--- src/rtl/afl_pkg.sv ---
package afl_pkg;

   localparam logic [31:0] CRC_POLY_REFL = 32'hEDB8_8320;
   localparam int          CRC_W         = 32;

   // fold one byte into a reflected CRC-32, least significant bit first
   function automatic logic [CRC_W-1:0] crc_fold_byte(input logic [CRC_W-1:0] c_in,
                                                      input logic [7:0]       d);
      logic [CRC_W-1:0] c;
      c = c_in;
      for (int i = 0; i < 8; i++) begin
         if (c[0] ^ d[i]) c = (c >> 1) ^ CRC_POLY_REFL;
         else             c = c >> 1;
      end
      return c;
   endfunction

endpackage

--- src/rtl/afl_byte_track.sv ---
module afl_byte_track #(
   parameter int ADDR_BYTES = 6
) (
   input  logic                    clk,
   input  logic                    rst_n,
   input  logic                    sof,
   input  logic                    byte_vld,
   input  logic [7:0]              byte_data,
   input  logic [8*ADDR_BYTES-1:0] station_addr,
   output logic                    take,
   output logic                    first,
   output logic                    last,
   output logic                    phys_hit,
   output logic                    bcast_hit,
   output logic                    mcast_hit
);
   localparam int CNT_W = $clog2(ADDR_BYTES + 1);
   localparam logic [CNT_W-1:0] N_C    = CNT_W'(ADDR_BYTES);
   localparam logic [CNT_W-1:0] LAST_C = CNT_W'(ADDR_BYTES - 1);

   logic [CNT_W-1:0] cnt_q, idx, idx_c;
   logic [7:0]       st_b [ADDR_BYTES];
   logic             match_q, ones_q, grp_q;
   logic             match_nx, ones_nx, grp_nx;

   for (genvar k = 0; k < ADDR_BYTES; k++) begin : g_lane
      assign st_b[k] = station_addr[8*k +: 8];
   end

   assign idx   = sof ? '0 : cnt_q;
   assign idx_c = (idx < N_C) ? idx : '0;
   assign take  = byte_vld & (sof | (cnt_q < N_C));
   assign first = take & (idx == '0);
   assign last  = take & (idx == LAST_C);

   assign match_nx = (first | match_q) & (byte_data == st_b[idx_c]);
   assign ones_nx  = (first | ones_q) & (&byte_data);
   assign grp_nx   = first ? byte_data[0] : grp_q;

   assign phys_hit  = match_nx;
   assign bcast_hit = ones_nx;
   assign mcast_hit = grp_nx & ~ones_nx;

   always_ff @(posedge clk) begin
      if (!rst_n) begin
         cnt_q   <= N_C;
         match_q <= 1'b0;
         ones_q  <= 1'b0;
         grp_q   <= 1'b0;
      end else if (take) begin
         cnt_q   <= idx + CNT_W'(1);
         match_q <= match_nx;
         ones_q  <= ones_nx;
         grp_q   <= grp_nx;
      end else if (sof) begin
         cnt_q   <= '0;
      end
   end
endmodule

--- src/rtl/afl_crc_accum.sv ---
module afl_crc_accum #(
   parameter int HASH_BITS = 6
) (
   input  logic                 clk,
   input  logic                 rst_n,
   input  logic                 take,
   input  logic                 first,
   input  logic [7:0]           byte_data,
   output logic [HASH_BITS-1:0] hash_idx
);
   import afl_pkg::*;

   logic [CRC_W-1:0] crc_q, seed, crc_nx;

   assign seed     = first ? '1 : crc_q;
   assign crc_nx   = crc_fold_byte(seed, byte_data);
   assign hash_idx = crc_nx[CRC_W-1 -: HASH_BITS];

   always_ff @(posedge clk) begin
      if (!rst_n)    crc_q <= '1;
      else if (take) crc_q <= crc_nx;
   end
endmodule

--- src/rtl/afl_hash_lookup.sv ---
module afl_hash_lookup #(
   parameter int HASH_BITS = 6,
   parameter int WORD_W    = 16
) (
   input  logic [(1<<HASH_BITS)-1:0] filter_bits,
   input  logic [HASH_BITS-1:0]      idx,
   output logic                      hit
);
   localparam int TABLE_W = 1 << HASH_BITS;
   localparam int NWORDS  = TABLE_W / WORD_W;
   localparam int LSB_W   = $clog2(WORD_W);
   localparam int WSEL_W  = HASH_BITS - LSB_W;

   if ((WORD_W < 2) || ((1 << LSB_W) != WORD_W) || (WORD_W > TABLE_W)) begin : g_bad_word
      $error("afl_hash_lookup: WORD_W must be a power of two between 2 and the table size");
   end

   if (NWORDS == 1) begin : g_flat
      assign hit = filter_bits[idx];
   end else begin : g_words
      logic [WORD_W-1:0] words [NWORDS];
      logic [WORD_W-1:0] word_sel;
      for (genvar j = 0; j < NWORDS; j++) begin : g_w
         assign words[j] = filter_bits[j*WORD_W +: WORD_W];
      end
      assign word_sel = words[idx[HASH_BITS-1 -: WSEL_W]];
      assign hit      = word_sel[idx[LSB_W-1:0]];
   end
endmodule

--- src/rtl/mcast_addr_filter.sv ---
module mcast_addr_filter #(
   parameter int ADDR_BYTES    = 6,
   parameter int HASH_BITS     = 6,
   parameter int FILTER_WORD_W = 16
) (
   input  logic                      clk,
   input  logic                      rst_n,
   input  logic                      sof,
   input  logic                      byte_vld,
   input  logic [7:0]                byte_data,
   input  logic [8*ADDR_BYTES-1:0]   station_addr,
   input  logic [(1<<HASH_BITS)-1:0] filter_bits,
   input  logic                      promisc_en,
   input  logic                      bcast_block,
   input  logic                      phys_block,
   output logic                      verdict_vld,
   output logic                      verdict_accept
);
   if (ADDR_BYTES < 2) begin : g_bad_bytes
      $error("mcast_addr_filter: ADDR_BYTES must be at least 2");
   end
   if ((HASH_BITS < 1) || (HASH_BITS > 12)) begin : g_bad_hash
      $error("mcast_addr_filter: HASH_BITS must lie in 1..12");
   end

   logic                 take, first, last;
   logic                 phys_hit, bcast_hit, mcast_hit;
   logic [HASH_BITS-1:0] hash_idx;
   logic                 hash_hit, accept_nx;

   afl_byte_track #(.ADDR_BYTES(ADDR_BYTES)) u_track (
      .clk(clk), .rst_n(rst_n), .sof(sof), .byte_vld(byte_vld),
      .byte_data(byte_data), .station_addr(station_addr),
      .take(take), .first(first), .last(last),
      .phys_hit(phys_hit), .bcast_hit(bcast_hit), .mcast_hit(mcast_hit)
   );

   afl_crc_accum #(.HASH_BITS(HASH_BITS)) u_crc (
      .clk(clk), .rst_n(rst_n), .take(take), .first(first),
      .byte_data(byte_data), .hash_idx(hash_idx)
   );

   afl_hash_lookup #(.HASH_BITS(HASH_BITS), .WORD_W(FILTER_WORD_W)) u_lookup (
      .filter_bits(filter_bits), .idx(hash_idx), .hit(hash_hit)
   );

   assign accept_nx = promisc_en
                    | (bcast_hit & ~bcast_block)
                    | (phys_hit  & ~phys_block)
                    | (mcast_hit & hash_hit);

   always_ff @(posedge clk) begin
      if (!rst_n) begin
         verdict_vld    <= 1'b0;
         verdict_accept <= 1'b0;
      end else begin
         verdict_vld    <= last;
         verdict_accept <= last & accept_nx;
      end
   end
endmodule

--- config.mk ---
export PLATFORM = sky130hd
export DESIGN_NAME = mcast_addr_filter
export DESIGN_NICKNAME = d
export VERILOG_FILES = /design/src/rtl/afl_pkg.sv /design/src/rtl/afl_byte_track.sv /design/src/rtl/afl_crc_accum.sv /design/src/rtl/afl_hash_lookup.sv /design/src/rtl/mcast_addr_filter.sv
export SDC_FILE = /design/constraint.sdc
export NUM_CORES = 1
export LEC_CHECK = 0
export ABC_AREA = 1
export BUFFER_PORTS_ARGS = -buffer_cell sky130_fd_sc_hd__buf_2
export CAP_MARGIN = 20
export CELL_PAD_IN_SITES_DETAIL_PLACEMENT = 1
export CELL_PAD_IN_SITES_GLOBAL_PLACEMENT = 1
export CORE_MARGIN = 4
export CORE_UTILIZATION = 38
export CTS_CLUSTER_DIAMETER = 60
export CTS_CLUSTER_SIZE = 10
export DETAILED_ROUTE_END_ITERATION = 8
export HOLD_SLACK_MARGIN = 0.03
export PLACE_DENSITY = 0.85
export SYNTH_ARGS = -nofsm -noshare
export SYNTH_HDL_FRONTEND = slang
export SYNTH_HIERARCHICAL = 1
export SYNTH_SLANG_ARGS = --single-unit
--- constraint.sdc ---
create_clock -name clk -period 7.3 [get_ports clk]
set_input_delay 0.73 -clock clk [delete_from_list [all_inputs] [get_ports clk]]
set_output_delay 0.73 -clock clk [all_outputs]
set_load 0.1 [all_outputs]
### Word level (Yosys, flattened, before mapping)

Index checks and enable logic that the tools add are counted.
W data, S select, Z words.

| operators by class | value |
|---|---|
| $add $sub $neg | 1 |
| multipliers | 0 |
| div/mod/pow operators | 0 |
| magnitude comparators | 5 |
| eq/ne operators | 2 |
| shift-type cells | 0 |
| multiplexer cells | 21 |
| bitwise gates (word level) | 37 |
| reductions and logical operators | 2 |

Operators with widths:

| kind | count |
|---|---|
| $mux W32 | 9 |
| $not A13 Y14 | 8 |
| $bmux W16 S2 | 1 |
| $mux W16 | 2 |
| $bmux W8 S3 | 1 |
| $mux W8 | 2 |
| $and A1 B1 Y1 | 10 |
| $mux W3 | 3 |
| $eq A8 B8 Y1 | 1 |
| $reduce_and A8 Y1 | 1 |
| $xor A1 B1 Y1 | 8 |
| $lt A3 B3 Y1 const B | 2 |
| $or A1 B1 Y1 | 6 |
| $lt A4 B5 Y1 const B | 1 |
| $bmux W1 S4 | 1 |
| $ge A4 B4 Y1 const B | 1 |
| $not A3 Y4 | 1 |
| $add A3 B1 Y3 const B | 1 |
| $eq A3 B3 Y1 const B | 1 |
| $ge A3 B3 Y1 const B | 1 |
| $logic_not A3 Y1 | 1 |
| $not A1 Y1 | 3 |
| $not A2 Y3 | 1 |
| $mux W1 | 2 |

| storage, ports and cells | value |
|---|---|
| flip-flop bits (word level) | 40 |
| bits in latches | 0 |
| memory bits (writable) | 0 |
| ROM bits | 0 |
| bits of input ports | 127 |
| output and inout bits | 2 |
| word-level logic and storage cells | 75 |
| memories kept | 0 |

### Longest topological paths before layout

Gate-level depths: netlist (run 1).

| depth | value |
|---|---|
| depth after elaboration | 30 |
| gate-level depth with buffers | 32 |
| depth with buffers taken out | 28 |

### Modules after synthesis

The synthesis (run 1) kept the hierarchy.

By module, submodules not included:

| module | times used | cells an instance | area each (µm²) | sequential area each (µm²) |
|---|---|---|---|---|
| afl_crc_accum | 1 | 421 | 2459.9 | 640.6 |
| afl_byte_track | 1 | 202 | 1131.1 | 120.1 |
| afl_hash_lookup | 1 | 152 | 696.9 | 0.0 |
| mcast_addr_filter | 1 | 14 | 87.6 | 40.0 |

### Worst setup path before layout (run 1)

No wires, ideal clock.

| timing path | value |
|---|---|
| path type | input to register |
| start | input port sof |
| end | register verdict_accept |
| setup time | 64 ps |
| arrival time | 3641 ps |
| required time | 7236 ps |
| slack | 3595 ps |
| cell stages on the path | 32 |
| path buffers | 5 |
| cells stage by stage | inv_2 buf_6 buf_2 nand2_1 ha_1 o211ai_1 inv_1 buf_6 nor2_1 nand2_2 nand2_4 inv_4 nand2_2 nand2_4 inv_2 nand2_1 nand2_1 nand2_1 and2_1 buf_4 buf_2 inv_1 nand3_1 nand2_1 nand2_1 nand3_1 nand3_1 nand2_1 nand2_1 nand2_2 nor2_1 nor2_1 |

| between the ends | value |
|---|---|
| elaborated cells on any way between the ends | 58 |
| those cells by class | order compare: 1; eq/ne: 2; mux: 20; bitwise: 34; reduce/logical: 1 |

RTL lines:

| element | RTL line | source |
|---|---|---|
| from (decl) | mcast_addr_filter.sv:8 | `input logic sof,` |
| $mux W3 or $or A1 B1 Y1 (tied branches) | -- |  |
| $logic_not A3 Y1 or $and A1 B1 Y1 (tied branches) | afl_byte_track.sv:33, afl_byte_track.sv:32 |  |
| $and A1 B1 Y1 (*) | afl_byte_track.sv:33 | `assign first = take & (idx == '0);` |
| via first | mcast_addr_filter.sv:26 | `logic take, first, last;` |
| $mux W32 (*) | afl_crc_accum.sv:15 | `assign seed = first ? '1 : crc_q;` |
| $mux W32 (*) (2 in series) | afl_pkg.sv:12 | `if (c[0] ^ d[i]) c = (c >> 1) ^ CRC_POLY_REFL;` |
| $xor A1 B1 Y1 | afl_pkg.sv:12 |  |
| $mux W32 (*) | afl_pkg.sv:12 |  |
| (+8 left out) | -- |  |
| $mux W32 (*) | afl_pkg.sv:12 |  |
| via u_crc.crc_nx[26] | afl_crc_accum.sv:13 | `logic [CRC_W-1:0] crc_q, seed, crc_nx;` |
| $bmux W1 S4 (*) | afl_hash_lookup.sv:27 | `assign hit = word_sel[idx[LSB_W-1:0]];` |
| $mux W1 (not written as such) (*) | afl_hash_lookup.sv:27 |  |
| via hash_hit | mcast_addr_filter.sv:29 | `logic hash_hit, accept_nx;` |
| $and A1 B1 Y1 (*) | mcast_addr_filter.sv:50 | `\| (mcast_hit & hash_hit);` |
| $or A1 B1 Y1 (*) | mcast_addr_filter.sv:50 |  |
| $and A1 B1 Y1 (*) | mcast_addr_filter.sv:58 | `verdict_accept <= last & accept_nx;` |
| to (signal assigned) | mcast_addr_filter.sv:58 |  |
| to (decl) | mcast_addr_filter.sv:17 | `output logic verdict_accept` |

Mark *: on every way through the listed nets, which the timed path passes. The select of a mux whose other input is x is not followed.
A chain may end at the register's enable or synchronous reset.

### Worst setup path after layout (run 1)

| timing path | value |
|---|---|
| start | input port sof |
| end | register verdict_accept |

| between the ends | value |
|---|---|
| elaborated cells on any way between the ends | 58 |
| those cells by class | order compare: 1; eq/ne: 2; mux: 20; bitwise: 34; reduce/logical: 1 |

RTL lines:

| element | RTL line | source |
|---|---|---|
| $mux W3 or $or A1 B1 Y1 (tied branches) | -- |  |
| $logic_not A3 Y1 or $and A1 B1 Y1 (tied branches) | afl_byte_track.sv:33, afl_byte_track.sv:32 |  |
| $and A1 B1 Y1 (*) | afl_byte_track.sv:33 |  |
| via first | mcast_addr_filter.sv:26 |  |
| $mux W32 (*) | afl_crc_accum.sv:15 |  |
| $mux W32 (*) | afl_pkg.sv:12 |  |
| $xor A1 B1 Y1 or $not A13 Y14 (tied branches) | -- |  |
| $mux W32 (*) (6 in series) | afl_pkg.sv:12 |  |
| (+2 left out) | -- |  |
| via hash_idx[5] | mcast_addr_filter.sv:28 | `logic [HASH_BITS-1:0] hash_idx;` |
| (+1 left out) | -- |  |
| $bmux W16 S2 (*) | afl_hash_lookup.sv:26 | `assign word_sel = words[idx[HASH_BITS-1 -: WSEL_W]];` |
| $mux W16 (not written as such) (*) (2 in series) | afl_hash_lookup.sv:26 |  |
| $bmux W1 S4 (*) | afl_hash_lookup.sv:27 |  |
| $mux W1 (not written as such) (*) | afl_hash_lookup.sv:27 |  |
| via hash_hit | mcast_addr_filter.sv:29 |  |
| $and A1 B1 Y1 (*) | mcast_addr_filter.sv:50 |  |
| $or A1 B1 Y1 (*) | mcast_addr_filter.sv:50 |  |
| $and A1 B1 Y1 (*) | mcast_addr_filter.sv:58 |  |

The timed path passes the listed nets; every way through them passes the cells marked *. The select of a mux whose other input is x is not followed.

==> results.md, run 1 <==
* End of the worst hold path: u_crc/crc_q[9]
* Antenna diodes at 0
* Worst EP required at 7.52 ns
* Max Slew Vio Count at 0
* Met2 Use GR at 39.4%
* Footprint of the multi-input gates at 3040 sq um
* Fillers at 1634
* CP Launch Type: primary input
* Area after DPL at 4950 sq um
* Net Sw Frac at 44.9%
* Reg2reg start: u_track/cnt_q[0]
* Final non-filler cell total at 1029
* Setup-failing EPs final at 0
* First-pass GRT wire length at 24100 um
* Post-Place Setup Slack at 2.07 ns
* Setup Buffers After CTS at 0
* Setup Skew at 0.00765 ns
* Hold Vio Cnt, Final at 0
* HP Start: u_crc/crc_q[9]
* # H-tree levels at 2
* Syn_nets at 919
* Leak at 2.75 nW
* Number of global-route vias before repair at 5274
* Longest Clk Path Bufs at 2
* Vias per inst at 5.17
* Final instance area at 5080 sq um
* Setup Total Neg Slack at 0 ns
* FMAX at 0.202 GHz
* DP Wirelength at 11800 um
* Outcome: complete, no violations
* Most frequent cells in the layout: nand2_1, buf_2, nand3_1
* CTS Buf Count at 5
* Vias at 5324
* RD Place Congestion at 0.857
* Wirelength per Cell at 14.5 um
* Worst Path Max Fanout at 35
* Synth Cell Area at 4380 sq um
* Clock Latency Late Sink at 0.28 ns
* FF+latch count, synth at 40
* Crit path DAT at 5.17 ns
* Max-cap viol count at 0
* PostCTS Resize Cnt at 0
* Core Util, Final at 46.1%
* Sw power at 0.441 mW
* Antenna Nets Post-Route at 0
* WHS at 0.473 ns
* Cell variety after synth at 35
* Min Tclk post-route at 4.95 ns
* Die W at 115 um
* Io pins at 129
* Final Routed Wirelength at 15000 um
* Crit end category: register
* Cells after Synth at 789
* # rows at 38
* CTS tree: built
* Setup ws final at 2.35 ns
* Hold crit path type: reg -> reg
* DRC at 0
* Slew @ Worst Pin at 1.04 ns
* Synth Area per Inst at 5.55 sq um
* Reg2Reg Depth at 26
* Overall Power at 0.980 mW
* DRT iter0 DRCs at 303
* Clk pwr share at 21.6%
* CP Class: in -> reg
* Final worst-path cycle share at 67.8%
* Layout area overhead at 16.1%
* Worst path max stage delay at 0.52 ns
* Share of layout cells above drive strength 1 at 22.3%
* Hold_buf cts at 0
* Initial antenna violation count at 0
* Gr busiest metal: met2
* Met1 usage at 28.1%
* Logic pwr share at 51.7%
* Initial core utilization at 39.7%
* RSZ-0062 raised after global routing: no
* M3 GR Usage at 2.79%
* Area of the core at 11000 sq um
* Port Buf Inserts at 128
* RR Endpoint: verdict_accept
* DIE HEIGHT at 115 um
* FF/Latch Area at 801 sq um
* Max rail drop VDD at 0.000104 V
* Commonest non-fill, non-tap cell in the layout: nand2_1
* Nets at 1019
* Sequential power share at 26.8%
* Pwr Density at 193 nW/um^2
* Crit-path most repeated cell: nand2_1
* Warning count from the yosys run at 6
* Sequential-to-total area share from yosys stat at 18.3%
* Drt first pass iters at 4
* Remaining global-route overflow at 0
* Largest net degree at the start of global routing at 44
* CTS clk-pin slew, worst paths at 0.06 ns
* Hold path depth at 2
* Clock Tree Root: clkbuf_16
* Flop2flop setup slack at 2.41 ns
* CP max-delay cell: nand2_2
* P_int at 0.540 mW
* DP Cell Count at 1022
* Clk sinks at 40
* Relative slew margins at 30.7%
* Die area at 13300 sq um
* Total GRT Usage at 21.9%
## Yosys cell counts
library cell  count  area, sq um
nand3_4           1         17.5
dfxtp_1          40          801
nor2_1           47          176
nand2_4           8         90.1
nand4_1          22          138
buf_6            10          113
a211oi_1          1         7.51
nand2_2          23          144
nor4_1            2         12.5
xor2_1            4         35.0
inv_4             3         18.8
nand3_1         117          586
o211ai_1          3         22.5
a21oi_2           1         8.76
nor2_4            3         33.8
nand3_2           5         50.1
buf_2             9         45.0
nor2_2            4         25.0
a21oi_1          41          205
inv_1            54          203
inv_2             9         33.8
nor3_1            1         5.00
o21ai_1           6         30.0
or2_2             1         6.26
o21ai_0          21          105
clkinv_1          2         7.51
nand2_8           1         20.0
inv_6             1         8.76
buf_4            11         82.6
clkbuf_1          8         30.0
nand2_1         315         1180
nand3b_1          2         15.0
and2_1            3         18.8
ha_1              3         37.5
xnor2_1           7         61.3
## worst max-delay path by stage
stage	from	endpoint	slack, ns	cells past startpoint
after floorplan	sof	verdict_accept	3.60	32
after global placement	sof	verdict_accept	2.27	27
after detailed placement	sof	verdict_accept	2.07	27
after CTS	sof	verdict_accept	2.35	28
after global routing	sof	verdict_accept	1.82	27
final	sof	verdict_accept	2.35	28
## cells by family after synthesis
family | after synthesis | share of synthesized area, %
AOI/OAI and AO/OA | 73 | 8.66
xor gates and xnor gates | 11 | 2.20
adders and majority gates | 3 | 0.858
buffers and inverters | 107 | 12.4
DFF | 40 | 18.3
and+or+nand+nor | 555 | 57.6
## power groups by stage
stage               clock network, mW  registers (mW)  logic (mW)
floorplan                           0           0.260       0.410
global placement                    0           0.266       0.494
detailed placement                  0           0.267       0.505
CTS                             0.215           0.262       0.509
global route                    0.227           0.266       0.578
finish                          0.211           0.262       0.507
## cell type report
cell class	count	area share [%]
inverter	69	5.34
clock buffer	6	2.54
multi-input combinational	642	59.8
tap	140	3.45
timing repair buffer	131	13.1
sequential	40	15.8
clock inverter	1	0.0985
## routing by layer
metal | routed length, um | vias up
li1 | - | 2726
met1 | 6760 | 2484
met2 | 7400 | 100
met3 | 668 | 14
met4 | 144 | 0
met5 | 0 | -
## registers in the layout, indices dropped and copies added, names as in the netlist
register	cells
u_track/grp_q	1
u_track/match_q	1
verdict_accept	1
u_track/cnt_q	3
verdict_vld	1
u_track/ones_q	1
u_crc/crc_q	32
## worst max-delay path: cells and delay by family
kind,cells,cell delay [ns]
AO/OA/AOI/OAI,1,0.14
buffers and inverters,6,1.36
adder cells (fa/ha/maj),1,0.26
AND/OR/NAND/NOR,20,2.65
Note: power is estimated with default switching activity, not from simulation.
==> inputs of run 2 (changes only) <==
CORE_UTILIZATION = 32   (was 38)
PLACE_DENSITY = 0.76   (was 0.85)
clock period = 4.2 ns   (was 7.3 ns; I/O delays follow)
==> run 2 against run 1 <==
First-iteration DRC count fell by 20%. Global-route usage fell by 2.4 points. Count of clock-buffer cells in the layout did not move. Design area rose by 2.1%. Routed wire length rose by 3.4%. Highest routed layer unchanged.
==> results.md, run 2 (same netlist as run 1, synthesis figures left out) <==
* Outcome: complete, no violations
* Setup Total Neg Slack at 0 ns
* Leak at 2.78 nW
* Setup Buffers After CTS at 0
* CP Class: reg -> reg
* Clock Latency Late Sink at 0.28 ns
* DRT iter0 DRCs at 243
* Critical path buffer and inverter count at 3
* Pwr Density at 332 nW/um^2
* Area after DPL at 5040 sq um
* Slew @ Worst Pin at 0.583 ns
* Vias at 5319
* # rows at 42
* Most flops, register: u_crc/crc_q
* Crit-path most repeated cell: nand2_1
* PostCTS Resize Cnt at 0
* Remaining global-route overflow at 0
* Initial antenna violation count at 0
* FMAX at 0.276 GHz
* Clock Tree Root: clkbuf_16
* RSZ-0062 raised after global routing: no
* Io pins at 129
* Hold crit path type: in -> reg
* Area of the core at 13300 sq um
* RD Place Congestion at 0.844
* DP Cell Count at 1064
* Longest Clk Path Bufs at 2
* Most frequent cells in the layout: nand2_1, buf_2, nand3_1
* Port Buf Inserts at 128
* Setup Skew at 0.00487 ns
* Critical path's top delay family: simple AND/OR/NAND/NOR gates
* CP Launch Type: register
* Worst Path Max Fanout at 17
* Final instance area at 5190 sq um
* Antenna diodes at 0
* Min Tclk post-route at 3.63 ns
* Crit end category: register
* Final non-filler cell total at 1072
* Vias per inst at 4.96
* Number of global-route vias before repair at 5329
* Worst path max stage delay at 0.45 ns
* Setup-failing EPs final at 0
* Relative slew margins at 61.1%
* Initial core utilization at 32.9%
* CTS Buf Count at 5
* Largest net degree at the start of global routing at 44
* Nets at 1026
* DRC at 0
* WHS at 0.430 ns
* Total GRT Usage at 19.5%
* Crit path DAT at 3.84 ns
* CTS tree: built
* DP Wirelength at 12200 um
* Max rail drop VDD at 0.000169 V
* Wirelength per Cell at 14.4 um
* Fillers at 1909
* CP max-delay cell: dfxtp_1
* Clk sinks at 40
* Drt first pass iters at 4
* Flop2flop setup slack at 0.57 ns
* Final worst-path cycle share at 86.3%
* First-pass GRT wire length at 26000 um
* Top Registers: u_crc/crc_q (32), u_track/cnt_q (3)
* CTS clk-pin slew, worst paths at 0.06 ns
* Max-cap viol count at 0
* Share of layout cells above drive strength 1 at 22.9%
* Antenna Nets Post-Route at 0
* DIE HEIGHT at 125 um
* Hold_buf cts at 0
* Hold Vio Cnt, Final at 0
* Layout area overhead at 18.5%
* Die W at 125 um
* # H-tree levels at 2
* Final Routed Wirelength at 15500 um
* Die area at 15600 sq um
* Commonest non-fill, non-tap cell in the layout: nand2_1
* Worst EP required at 4.42 ns
* Max Slew Vio Count at 0
* Max reg flops at 32
[run 2: final cells by class]
| type | count | area (sq um) | share of cell area, % |
|---|---|---|---|
| Clock buffer | 6 | 129 | 2.48 |
| Multi-Input combinational cell | 642 | 3040 | 58.6 |
| Clock inverter | 1 | 5.00 | 0.0965 |
| Inverter | 69 | 272 | 5.24 |
| Tap cell | 176 | 220 | 4.25 |
| Sequential cell | 40 | 801 | 15.4 |
| Timing Repair Buffer | 138 | 723 | 13.9 |
[run 2: per-stage QoR]
stage	utilization [%]	total power, mW	setup WS, ns
after floorplan	-	1.16	0.805
after CTS	38.9	1.74	0.553
after global placement	37.9	1.35	0.510
after global routing	39.0	1.89	0.131
final	39.0	1.72	0.574
after detailed placement	37.9	1.36	0.374
[run 2: routing by layer]
metal	up-vias	global-route usage (%)	wire length (um)	share of wire, %
li1	2744	-	-	-
met1	2486	26.1	7240	47
met2	83	34.5	7640	49
met3	6	2.56	495	3.2
met4	0	2.55	94	0.61
met5	-	0	0	0
[run 2: power by group]
group / leakage, nW / switching [mW] / internal (mW) / total [mW]
Sequential: 0.332 / 0.0309 / 0.422 / 0.453
Combinational: 2.38 / 0.593 / 0.312 / 0.904
Clock: 0.0667 / 0.148 / 0.216 / 0.364
[run 2: path summary, 6_finish.rpt]
path / from / depth (start not counted) / end
max: u_track/cnt_q[1] / 25 / verdict_accept
min: rst_n / 2 / u_track/cnt_q[1]
max reg2reg: u_track/cnt_q[1] / 25 / verdict_accept
min reg2reg: u_crc/crc_q[21] / 2 / u_crc/crc_q[21]
